File: config.mk
export PLATFORM = sky130hd
export DESIGN_NAME = lvds_pix_fmt
export DESIGN_NICKNAME = d
export VERILOG_FILES = /design/src/rtl/lvds_fmt_pkg.sv /design/src/rtl/lvds_cfg_sync.sv /design/src/rtl/lvds_pair_capture.sv /design/src/rtl/lvds_chan_map.sv /design/src/rtl/lvds_pix_fmt.sv
export SDC_FILE = /design/constraint.sdc
export NUM_CORES = 1
export LEC_CHECK = 0
export BUFFER_PORTS_ARGS = -buffer_cell sky130_fd_sc_hd__buf_2
export CAP_MARGIN = 5
export CORE_MARGIN = 4
export CORE_UTILIZATION = 35
export DETAILED_ROUTE_END_ITERATION = 10
export GPL_TIMING_DRIVEN = 1
export PLACE_DENSITY = 0.53
export SYNTH_ARGS = -nofsm -noshare
export SYNTH_HDL_FRONTEND = slang
export SYNTH_SLANG_ARGS = --single-unit
export TNS_END_PERCENT = 1
File: constraint.sdc
create_clock -name clk_i -period 3.1 [get_ports clk_i]
set_input_delay 0.31 -clock clk_i [delete_from_list [all_inputs] [get_ports clk_i]]
set_output_delay 0.31 -clock clk_i [all_outputs]
set_load 0.05 [all_outputs]
File: src/rtl/lvds_fmt_pkg.sv
package lvds_fmt_pkg;
  localparam int COLOR_W   = 8;
  localparam int LANE_BITS = 7;
  localparam int LANE_CNT  = 4;
  localparam int NUM_CH    = 2;
  localparam logic [LANE_BITS-1:0] CLK_PAT = 7'b1100011;

  typedef struct packed {
    logic [COLOR_W-1:0] r;
    logic [COLOR_W-1:0] g;
    logic [COLOR_W-1:0] b;
    logic               hs;
    logic               vs;
    logic               de;
  } pix_t;

  typedef struct packed {
    logic              dual;
    logic [NUM_CH-1:0] bpp24;
    logic [NUM_CH-1:0] fmt1;
  } cfg_t;
endpackage

File: src/rtl/lvds_cfg_sync.sv
module lvds_cfg_sync
  import lvds_fmt_pkg::*;
(
  input  logic clk_i,
  input  logic rst_ni,
  input  logic vs_i,
  input  cfg_t cfg_i,
  output cfg_t cfg_eff_o
);
  logic vs_q;
  cfg_t cfg_q;
  logic vs_rise;

  assign vs_rise   = vs_i & ~vs_q;
  // pending config becomes live on the vsync rising pixel itself
  assign cfg_eff_o = vs_rise ? cfg_i : cfg_q;

  always_ff @(posedge clk_i or negedge rst_ni) begin
    if (!rst_ni) begin
      vs_q  <= 1'b0;
      cfg_q <= '0;
    end else begin
      vs_q  <= vs_i;
      cfg_q <= cfg_eff_o;
    end
  end
endmodule

File: src/rtl/lvds_pair_capture.sv
module lvds_pair_capture
  import lvds_fmt_pkg::*;
(
  input  logic clk_i,
  input  logic rst_ni,
  input  pix_t pix_i,
  input  cfg_t cfg_eff_i,
  output pix_t odd_o,
  output pix_t even_o,
  output cfg_t cfg_o,
  output logic vld_o
);
  logic phase_q;
  pix_t hold_q;

  always_ff @(posedge clk_i or negedge rst_ni) begin
    if (!rst_ni) begin
      phase_q <= 1'b0;
      hold_q  <= '0;
      odd_o   <= '0;
      even_o  <= '0;
      cfg_o   <= '0;
      vld_o   <= 1'b0;
    end else if (!cfg_eff_i.dual) begin
      phase_q <= 1'b0;
      odd_o   <= pix_i;
      even_o  <= '0;
      cfg_o   <= cfg_eff_i;
      vld_o   <= 1'b1;
    end else if (!phase_q) begin
      phase_q <= 1'b1;
      hold_q  <= pix_i;
      vld_o   <= 1'b0;
    end else begin
      phase_q <= 1'b0;
      odd_o   <= hold_q;
      even_o  <= pix_i;
      cfg_o   <= cfg_eff_i;
      vld_o   <= 1'b1;
    end
  end

  AST_PAIR_SPACING: assert property (@(posedge clk_i) disable iff (!rst_ni)
    (vld_o && cfg_o.dual && cfg_eff_i.dual) |=> !vld_o);
endmodule

File: src/rtl/lvds_chan_map.sv
module lvds_chan_map
  import lvds_fmt_pkg::*;
#(
  parameter int LANE_W  = LANE_BITS,
  parameter int N_LANES = LANE_CNT
) (
  input  logic                      clk_i,
  input  logic                      rst_ni,
  input  logic                      vld_i,
  input  logic                      en_i,
  input  logic                      bpp24_i,
  input  logic                      fmt1_i,
  input  pix_t                      pix_i,
  output logic [LANE_W-1:0]         clk_o,
  output logic [N_LANES*LANE_W-1:0] data_o
);
  localparam int SIX_W = COLOR_W - 2;
  localparam int EXT_W = COLOR_W - SIX_W;
  localparam int DW    = N_LANES * LANE_W;
  // colour-bit positions: Y0, Y1 full, Y2 bits 6:3, Y3 bits 6:1
  localparam logic [DW-1:0] COLOR_MASK = {7'h7E, 7'h78, 7'h7F, 7'h7F};

  logic [2:0][COLOR_W-1:0] col;
  logic [2:0][SIX_W-1:0]   six;
  logic [2:0][EXT_W-1:0]   ext;
  logic [LANE_W-1:0]       y0, y1, y2, y3;

  assign col[0] = pix_i.de ? pix_i.r : '0;
  assign col[1] = pix_i.de ? pix_i.g : '0;
  assign col[2] = pix_i.de ? pix_i.b : '0;

  for (genvar c = 0; c < 3; c++) begin : g_split
    assign six[c] = fmt1_i ? col[c][COLOR_W-1:EXT_W] : col[c][SIX_W-1:0];
    assign ext[c] = fmt1_i ? col[c][EXT_W-1:0]       : col[c][COLOR_W-1:SIX_W];
  end

  // bit 6 leaves the serializer first
  assign y0 = {six[0][0], six[0][1], six[0][2], six[0][3], six[0][4], six[0][5], six[1][0]};
  assign y1 = {six[1][1], six[1][2], six[1][3], six[1][4], six[1][5], six[2][0], six[2][1]};
  assign y2 = {six[2][2], six[2][3], six[2][4], six[2][5], pix_i.hs, pix_i.vs, pix_i.de};
  assign y3 = bpp24_i ? {ext[0][0], ext[0][1], ext[1][0], ext[1][1], ext[2][0], ext[2][1], 1'b0}
                      : '0;

  always_ff @(posedge clk_i or negedge rst_ni) begin
    if (!rst_ni) begin
      clk_o  <= '0;
      data_o <= '0;
    end else if (vld_i) begin
      clk_o  <= en_i ? CLK_PAT : '0;
      data_o <= en_i ? {y3, y2, y1, y0} : '0;
    end
  end

  AST_Y3_OFF: assert property (@(posedge clk_i) disable iff (!rst_ni)
    (vld_i && !bpp24_i) |=> (data_o[DW-1:DW-LANE_W] == '0));
  AST_BLANK_COLOR: assert property (@(posedge clk_i) disable iff (!rst_ni)
    (vld_i && !pix_i.de) |=> ((data_o & COLOR_MASK) == '0));
  AST_CH_OFF: assert property (@(posedge clk_i) disable iff (!rst_ni)
    (vld_i && !en_i) |=> (data_o == '0 && clk_o == '0));
endmodule

File: src/rtl/lvds_pix_fmt.sv
module lvds_pix_fmt
  import lvds_fmt_pkg::*;
#(
  parameter int LANE_W  = LANE_BITS,
  parameter int N_LANES = LANE_CNT
) (
  input  logic                      clk_i,
  input  logic                      rst_ni,
  input  logic                      dual_link_i,
  input  logic [1:0]                ch_24bpp_i,
  input  logic [1:0]                ch_fmt1_i,
  input  logic [7:0]                red_i,
  input  logic [7:0]                grn_i,
  input  logic [7:0]                blu_i,
  input  logic                      hsync_i,
  input  logic                      vsync_i,
  input  logic                      de_i,
  output logic                      sym_vld_o,
  output logic [LANE_W-1:0]         cha_clk_o,
  output logic [N_LANES*LANE_W-1:0] cha_data_o,
  output logic [LANE_W-1:0]         chb_clk_o,
  output logic [N_LANES*LANE_W-1:0] chb_data_o
);
  localparam int DW = N_LANES * LANE_W;

  cfg_t cfg_in, cfg_eff, cfg_pair;
  pix_t pix_in, pix_odd, pix_even;
  logic pair_vld;
  logic out_dual_q;
  logic [NUM_CH-1:0][LANE_W-1:0] ch_clk;
  logic [NUM_CH-1:0][DW-1:0]     ch_data;

  assign cfg_in = '{dual: dual_link_i, bpp24: ch_24bpp_i, fmt1: ch_fmt1_i};
  assign pix_in = '{r: red_i, g: grn_i, b: blu_i, hs: hsync_i, vs: vsync_i, de: de_i};

  lvds_cfg_sync u_cfg (
    .clk_i    (clk_i),
    .rst_ni   (rst_ni),
    .vs_i     (vsync_i),
    .cfg_i    (cfg_in),
    .cfg_eff_o(cfg_eff)
  );

  lvds_pair_capture u_cap (
    .clk_i    (clk_i),
    .rst_ni   (rst_ni),
    .pix_i    (pix_in),
    .cfg_eff_i(cfg_eff),
    .odd_o    (pix_odd),
    .even_o   (pix_even),
    .cfg_o    (cfg_pair),
    .vld_o    (pair_vld)
  );

  for (genvar ch = 0; ch < NUM_CH; ch++) begin : g_ch
    lvds_chan_map #(.LANE_W(LANE_W), .N_LANES(N_LANES)) u_map (
      .clk_i  (clk_i),
      .rst_ni (rst_ni),
      .vld_i  (pair_vld),
      .en_i   ((ch == 0) ? 1'b1 : cfg_pair.dual),
      .bpp24_i(cfg_pair.bpp24[ch]),
      .fmt1_i (cfg_pair.fmt1[ch]),
      .pix_i  ((ch == 0) ? pix_odd : pix_even),
      .clk_o  (ch_clk[ch]),
      .data_o (ch_data[ch])
    );
  end

  always_ff @(posedge clk_i or negedge rst_ni) begin
    if (!rst_ni) begin
      sym_vld_o  <= 1'b0;
      out_dual_q <= 1'b0;
    end else begin
      sym_vld_o <= pair_vld;
      if (pair_vld) out_dual_q <= cfg_pair.dual;
    end
  end

  assign cha_clk_o  = ch_clk[0];
  assign cha_data_o = ch_data[0];
  assign chb_clk_o  = ch_clk[1];
  assign chb_data_o = ch_data[1];

  AST_A_CLK_PAT: assert property (@(posedge clk_i) disable iff (!rst_ni)
    sym_vld_o |-> (cha_clk_o == CLK_PAT));
  AST_B_QUIET: assert property (@(posedge clk_i) disable iff (!rst_ni)
    (sym_vld_o && !out_dual_q) |-> (chb_clk_o == '0 && chb_data_o == '0));
  AST_HOLD_GAP: assert property (@(posedge clk_i) disable iff (!rst_ni)
    !sym_vld_o |-> ($stable(cha_data_o) && $stable(chb_data_o)));
endmodule

After elaboration in Yosys (flattened, before gate mapping)
Index checks and enable logic that the tools add are counted.
- equal/unequal tests: 1
- muxes and demuxes: 33
- bitwise logic cells: 3
- reductions and logical operators: 1
- operators with widths (kind ; number):
    $mux 27 ; 4
    $mux 8 ; 6
    $mux 6 ; 6
    $mux 28 ; 1
    $mux 7 ; 3
    $mux 5 ; 3
    $mux 2 ; 6
    $mux 1 ; 4
    $ne 2x2->1 const B ; 1
    $not 1->1 ; 2
    $reduce_and 2->1 ; 1
    $and 1x1->1 ; 1
- register bits after elaboration: 159
- input port bits: 34
- output and inout port bits: 71
- word-level logic and storage cells: 70

Longest topological paths before layout
Gate-level depths: netlist of run 1.
- word-level depth: 5
- depth in mapped cells: 6

Hierarchy
A second synthesis of run 1 with hierarchy kept.
- cells, all modules: 544
- area, all modules: 6810.3 um2
- by module, submodules not included (module ; instances ; cells an instance ; area each (um2) ; seq. area each (um2)):
    lvds_pair_capture ; 1 ; 276 ; 3777.4 ; 2202.1
    lvds_chan_map ; 2 ; 127 ; 1382.6 ; 700.7
    lvds_cfg_sync ; 1 ; 12 ; 239.0 ; 150.1
    lvds_pix_fmt ; 1 ; 2 ; 28.8 ; 25.0

Worst setup path after synthesis of run 1
No wires, ideal clock.
- path kind: register -> register
- start: register u_cfg.vs_q
- end: register u_cap.cfg_o[0] (netlist bit)
- arrival: 1.397 ns
- required time: 2.975 ns
- setup slack: 1.578 ns
- cell stages (with the launch flop): 7
- period minus slack after synthesis: 1.522 ns
- path through: dfrtp_1 > nand2b_1 > buf_6 > a31o_1 > buf_6 > buf_6 > mux2_4
- longest elaborated chain between the ends: 5
- elaborated cells on any way between the ends: 6
- ends and longest elaborated chain (item ; RTL line ; text):
    start: declaration ; lvds_cfg_sync.sv:10 ; logic vs_q;
    start signal: assignment ; lvds_cfg_sync.sv:23 ; vs_q <= vs_i;
    $not 1->1 * ; lvds_cfg_sync.sv:14 ; assign vs_rise = vs_i & ~vs_q;
    $and 1x1->1 * ; lvds_cfg_sync.sv:14 ;
    $mux 5 * ; lvds_cfg_sync.sv:16 ; assign cfg_eff_o = vs_rise ? cfg_i : cfg_q;
    $mux 5 ; lvds_pair_capture.sv:30 ; end else if (!phase_q) begin
    $mux 5 ; lvds_pair_capture.sv:24 ; end else if (!cfg_eff_i.dual) begin
    end signal: assignment ; lvds_pair_capture.sv:28 ; cfg_o <= cfg_eff_i;
    end signal: assignment ; lvds_pair_capture.sv:38 ; cfg_o <= cfg_eff_i;
    end: declaration ; lvds_pair_capture.sv:10 ; output cfg_t cfg_o,
Mark *: on every way between the ends. The rest lies on a longest branch, timed or not. The select of a mux whose other input is x is not followed.
A chain may end at the register's enable or synchronous reset.

Worst setup path in the final report of run 1
- start: register u_cap.phase_q
- end: register u_cap.odd_o[26] (netlist bit)
- longest elaborated chain between the ends: 1
- ends and longest elaborated chain (item ; RTL line ; text):
    start: declaration ; lvds_pair_capture.sv:13 ; logic phase_q;
    start signal: assignment ; lvds_pair_capture.sv:18 ; phase_q <= 1'b0;
    start signal: assignment ; lvds_pair_capture.sv:25 ; phase_q <= 1'b0;
    start signal: assignment ; lvds_pair_capture.sv:31 ; phase_q <= 1'b1;
    $ne 2x2->1 (no source line) ; - ;
    end signal: assignment ; lvds_pair_capture.sv:26 ; odd_o <= pix_i;
    end signal: assignment ; lvds_pair_capture.sv:36 ; odd_o <= hold_q;
    end: declaration ; lvds_pair_capture.sv:8 ; output pix_t odd_o,
Every way passes these cells.

==> results.json, run 1 <==
{
  "htree_levels": 4,
  "synth_edf_count": 0,
  "fillers": 1758,
  "cts_root_buf": "clkbuf_16",
  "setup_ws_ns": 1.13,
  "antenna_found_initial": 0,
  "place_hpwl_um": 10400,
  "cts.sinks": 151,
  "rsz0062_at_grt": "no",
  "yosysTopAreaCellShare_pct": 55.9,
  "drive_above_1_share_pct": 37.4,
  "clkLatencyLatePin_ns": 0.41,
  "cp_common_cell": "mux2_2",
  "yosysWarningCount": 0,
  "path_class": "reg2reg",
  "grt.busiest_layer": "met1",
  "start_util_pct": 35.9,
  "synth_area_leader_cell": "dfrtp_1",
  "grtUsageMet2_pct": 19.7,
  "wl_per_cell_um": 16.9,
  "fin_crit_ns": 1.97,
  "grt_pass1_vias": 4153,
  "routed_via_density": 4.62,
  "fin_nets": 633,
  "hold_slack_ns": 0.0706,
  "routed_wl_um": 14700,
  "power.leakage_uw": 0.00384,
  "diodes": 0,
  "hold_buffers": 1,
  "setup_viol": 0,
  "ant_nets": 0,
  "synthesis.area_sq_um": 6760,
  "slew_headroom_pct": 46.3,
  "die-area_sq_um": 21600,
  "async_flop_share_pct": 100,
  "syn2layout_area_growth_pct": 18.5,
  "core_area_sq_um": 18800,
  "clock_tree.buffer_depth": 2,
  "numCtsBuffers": 17,
  "ios": 105,
  "post_cts_resized": 0,
  "port_buffers": 96,
  "ir_drop_mv": 0.446,
  "syn_area_per_cell_sq_um": 13.2,
  "path_buf_inv": 1,
  "grtUsageMet1_pct": 20.7,
  "drc": 0,
  "crit_arrival_ns": 2.26,
  "cts_tree": "yes",
  "clk_pin_slew_ns": 0.06,
  "regArea_sq_um": 3780,
  "worst-path-max-fanout": 50,
  "status": "finished clean",
  "power.density_nw_per_um2": 869,
  "finalHoldViolations": 0,
  "crit_chain": "buf_4, mux2_2, mux2_2",
  "synth_area_leaders": "dfrtp_1 56%, mux2i_1 11%, mux2_4 10%",
  "grt_pass1_wl_um": 23700,
  "crit_path_top_delay_cell": "buf_4",
  "die_width_um": 147,
  "num_rows": 50,
  "yosysMostFrequentCell": "dfrtp_1",
  "cp_slowest_stage_delay_ns": 0.65,
  "synth_common_cells": "151 x dfrtp_1, 76 x mux2i_1, 54 x inv_1",
  "tightest_slew_ns": 0.806,
  "worst_setup_path_end_kind": "register",
  "vias": 4027,
  "drv_cap": 0,
  "dp_slack_ns": 1.13,
  "die_height_um": 147,
  "skew_ns": 0.00704,
  "drt-pass1-iter-count": 4,
  "grt_overflow": 0,
  "required_ns": 3.40,
  "ys_ff_latch": 151,
  "first_iter_violations": 147,
  "post_cts_buffers": 0,
  "grt_max_degree": 64,
  "grt.total_usage_pct": 13.8,
  "synth_cell_type_count": 25,
  "min_period_over_period_pct": 63.4,
  "hold_path_class": "in2reg",
  "ys.flop_type": "dfrtp_1",
  "cp_top_family": "multiplexers",
  "crit_path_start_kind": "register",
  "maxSlewViolCount": 0,
  "multi_input_area_sq_um": 2500,
  "synth-seq-area-share_pct": 55.9,
  "fin_setup_tns_ns": 0,
  "fmax_mhz": 509,
  "synth_cells": 512,
  "met3_usage_pct": 3.73,
  "place.gp.congestion": 0.751
}
==> cell type report <==
class,count,share of cell area [%]
sequential,151,47.2
inverter,55,2.61
clock buffer,24,6.02
multi-input combinational,268,31.2
tap,260,4.06
timing repair buffer,106,7.36
clock inverter,8,1.50
==> stage by stage <==
stage	cell area, sq um	std cells	utilization [%]	total power [uW]
3_5_place_dp	7390	839	39.3	4910
6_report	8010	872	42.5	6950
3_3_place_gp	7390	839	39.3	4850
2_1_floorplan	6780	519	-	4420
5_1_grt	8010	872	42.5	7310
4_1_cts	8010	872	42.5	7040
==> worst paths after layout <==
kind	start	endpoint	slack, ns	cells past startpoint
worst max-delay path	u_cap.phase_q$_DFF_PN0_	u_cap.odd_o[26]$_DFFE_PN0P_	1.13	3
worst min-delay path	vsync_i	u_cfg.vs_q$_DFF_PN0_	0.07	1
worst max register to register	u_cap.phase_q$_DFF_PN0_	u_cap.odd_o[26]$_DFFE_PN0P_	1.13	3
worst min register to register	u_cfg.cfg_q[2]$_DFF_PN0_	u_cfg.cfg_q[2]$_DFF_PN0_	0.50	1
max in group asynchronous	rst_ni	sym_vld_o$_DFF_PN0_	1.76	3
min in group asynchronous	rst_ni	g_ch[0].u_map.data_o[3]$_DFFE_PN0P_	0.44	2
==> cells by family (layout without fill, tap and decap cells) <==
logic type	Yosys count	count (layout)	share of synthesized area, %
muxes	167	167	29.1
DFF	151	151	55.9
buffers and inverters	100	193	7.50
AOI/OAI and AO/OA	54	54	4.94
and+or+nand+nor	39	39	2.44
other	1	8	0.0555
==> state kept, by name, summed over array words and instances, names as in the netlist <==
signal and flops:
u_cap.cfg_o 5, u_cfg.cfg_q 5, u_cfg.vs_q 1, g_ch.u_map.clk_o 2, g_ch.u_map.data_o 54, u_cap.phase_q 1
u_cap.hold_q 27, u_cap.odd_o 27, sym_vld_o 1, u_cap.even_o 27, u_cap.vld_o 1
==> report_power, final <==
group	total [uW]	switching (uW)	internal (uW)
Clock	2110	781	1330
Sequential	2730	319	2410
Combinational	2110	1240	873
Total	6950	2340	4610
==> cell usage in the layout (no fill, tap or decap) <==
cell type,instances
nand3_1,4
clkbuf_8,3
mux2i_1,76
mux2i_4,1
nor2_1,30
mux2_2,44
o22ai_1,48
bufinv_16,3
clkbuf_1,4
dlygate4sd3_1,1
conb_1,8
buf_6,1
a31o_2,1
buf_2,95
inv_1,54
buf_12,2
or2_2,1
mux2_4,46
dfrtp_2,2
nand2b_1,1
a21oi_1,1
dfrtp_1,149
inv_4,1
nor4bb_1,1
nand4_1,1
clkinvlp_4,2
buf_4,7
nand2_1,1
clkbuf_16,17
clkinv_2,3
o21ai_0,4
==> metal layers <==
layer	share of wire, %	wire (um)	vias up
met5	0	0	-
met4	1.2	173	0
met3	4.0	582	10
met2	43	6340	75
met1	52	7610	2016
li1	-	-	1926
Note: power is estimated with default switching activity, not from simulation.
==> inputs of run 2 (changes only) <==
Settings changed: PLACE_DENSITY 0.53 to 0.55.
Clock period 3.1 ns to 1.75 ns, I/O delays scaled along.
==> run 2 against run 1 <==
Critical path depth grew 1; sequential share of layout area fell by 1.3 points; die area is the same; power increased by 86%; cell count rose by 1.4%; sequential power up 76%; final area is 2.8% higher; largest power group unchanged.
==> results.json, run 2 (synthesis results as in run 1) <==
{
  "status": "finished clean",
  "antenna_found_initial": 1,
  "layout_commonest_cell": "dfrtp_1",
  "grt_overflow": 0,
  "top_register": "g_ch.u_map.data_o",
  "die-area_sq_um": 21600,
  "cts_tree": "yes",
  "reg2reg_from": "u_cap.phase_q$_DFF_PN0_",
  "clkLatencyLatePin_ns": 0.42,
  "power.density_nw_per_um2": 1570,
  "num_rows": 50,
  "hold_path_class": "in2reg",
  "ios": 105,
  "grt.busiest_layer": "met1",
  "drc": 0,
  "die_height_um": 147,
  "first_iter_violations": 162,
  "place.gp.congestion": 0.742,
  "largest_reg_flops": 54,
  "crit_path_top_delay_cell": "dfrtp_2",
  "worst_setup_path_end_kind": "register",
  "port_buffers": 96,
  "numCtsBuffers": 17,
  "fin_nets": 644,
  "wl_per_cell_um": 16.6,
  "drv_cap": 0,
  "drive_above_1_share_pct": 39.0,
  "grt_pass1_wl_um": 24600,
  "setup_viol": 0,
  "die_width_um": 147,
  "r2r_slack_ns": 0.09,
  "worst-path-max-fanout": 29,
  "cp_top_family": "flip-flops",
  "maxSlewViolCount": 0,
  "reg2regPathDepth": 4,
  "finalHoldViolations": 0,
  "vias": 4080,
  "grt_pass1_vias": 4375,
  "r2r_end": "u_cap.hold_q[26]$_DFFE_PN0P_",
  "post_cts_buffers": 0,
  "met3_usage_pct": 3.30,
  "hold_end": "u_cfg.cfg_q[1]$_DFF_PN0_",
  "placed_area_sq_um": 7510,
  "cts_root_buf": "clkbuf_16",
  "ant_nets": 0,
  "final_cell_mix": "149 x dfrtp_1, 95 x buf_2, 76 x mux2i_1, 54 x inv_1, 48 x o22ai_1",
  "final_area_sq_um": 8230,
  "p_total_uw": 12900,
  "crit_path_start_kind": "register",
  "start_util_pct": 35.9,
  "clk_pin_slew_ns": 0.06,
  "syn2layout_area_growth_pct": 21.7,
  "routed_via_density": 4.62,
  "power.leakage_uw": 0.00395,
  "crit_arrival_ns": 1.96,
  "core_area_sq_um": 18800,
  "fin_crit_ns": 1.66,
  "ir_drop_mv": 0.722,
  "hp-start": "ch_fmt1_i[1]",
  "cp_slowest_stage_delay_ns": 0.44,
  "fillers": 1731,
  "grtUsageMet2_pct": 20.7,
  "htree_levels": 4,
  "place_hpwl_um": 10600,
  "path_buf_inv": 1,
  "min_period_over_period_pct": 95.1,
  "fin_setup_tns_ns": 0,
  "fmax_mhz": 601,
  "grt.total_usage_pct": 14.3,
  "required_ns": 2.05,
  "clock_tree.buffer_depth": 2,
  "rsz0062_at_grt": "no",
  "cts.sinks": 151,
  "grtUsageMet1_pct": 20.7,
  "routed_wl_um": 14600,
  "drt-pass1-iter-count": 4,
  "path_class": "reg2reg",
  "skew_ns": 0.00873,
  "hold_depth": 2,
  "grt_max_degree": 45,
  "crit_chain": "nor4bb_1, a31o_2, buf_12, mux2_2"
}
-- run 2: changes by cell type in the layout (fill, tap and decap cells not counted) --
cell	before	now
buf_4	7	14
clkbuf_1	4	0
buf_12	2	5
bufinv_16	3	6
clkinv_2	3	1
clkbuf_8	3	4
clkinvlp_4	2	3
diode_2	0	1
dlygate4sd3_1	1	2
inv_6	0	1
-- run 2: timing repair --
item                                    4_1_cts  5_1_grt
gates resized for setup                       0        0
hold buffers                                  2        0
hold endpoints to repair                     37        0
endpoints found under the setup margin        0        0
-- run 2: area by class of cell --
type,instances,area (sq um),share of cell area (%)
clock buffers,21,480,5.84
well taps,260,325,3.95
multi-input cells,268,2500,30.4
repair buffers,117,712,8.66
inverters,55,209,2.54
diodes,1,2.50,0.0304
clock inverters,11,216,2.63
flip-flops and latches,151,3780,46.0
-- run 2: worst max path at each step --
stage / to / from / slack, ns / cells past startpoint
2_1_floorplan: u_cap.cfg_o[0]$_DFFE_PN0P_ / u_cfg.vs_q$_DFF_PN0_ / 0.23 / 6
3_3_place_gp: u_cap.hold_q[26]$_DFFE_PN0P_ / u_cap.phase_q$_DFF_PN0_ / 0.12 / 4
3_5_place_dp: u_cap.hold_q[26]$_DFFE_PN0P_ / u_cap.phase_q$_DFF_PN0_ / 0.12 / 4
4_1_cts: u_cap.hold_q[26]$_DFFE_PN0P_ / u_cap.phase_q$_DFF_PN0_ / 0.1 / 4
5_1_grt: u_cap.hold_q[26]$_DFFE_PN0P_ / u_cap.phase_q$_DFF_PN0_ / 0.02 / 4
6_report: u_cap.hold_q[26]$_DFFE_PN0P_ / u_cap.phase_q$_DFF_PN0_ / 0.09 / 4
-- run 2: routing by layer --
layer	up-vias	part of all wire, %
met5	-	0
met4	0	1.6
met3	14	3.6
met2	78	44
met1	2040	51
li1	1948	-
-- run 2: worst reg2reg max path, stage by stage (launching register included) --
cell	delay [ns]
dfrtp_2	0.44
nor4bb_1	0.29
a31o_2	0.19
buf_12	0.25
mux2_2	0.38
-- run 2: report_power, final --
group          internal (uW)  switching, uW  leakage, uW
Sequential              4270            525      0.00190
Clock                   2830           1440     0.000332
Combinational           1610           2250      0.00171
Total                   8710           4210      0.00395
-- run 2: through the flow --
stage | hold WS (ns) | std cells | setup WS, ns | util [%]
5_1_grt | 0.0127 | 884 | 0.0234 | 43.7
6_report | 0.0160 | 884 | 0.0854 | 43.7
4_1_cts | 0.00247 | 883 | 0.0970 | 43.7
2_1_floorplan | -0.121 | 519 | 0.228 | -
3_5_place_dp | 0.122 | 849 | 0.124 | 39.9
3_3_place_gp | 0.113 | 849 | 0.125 | 39.9
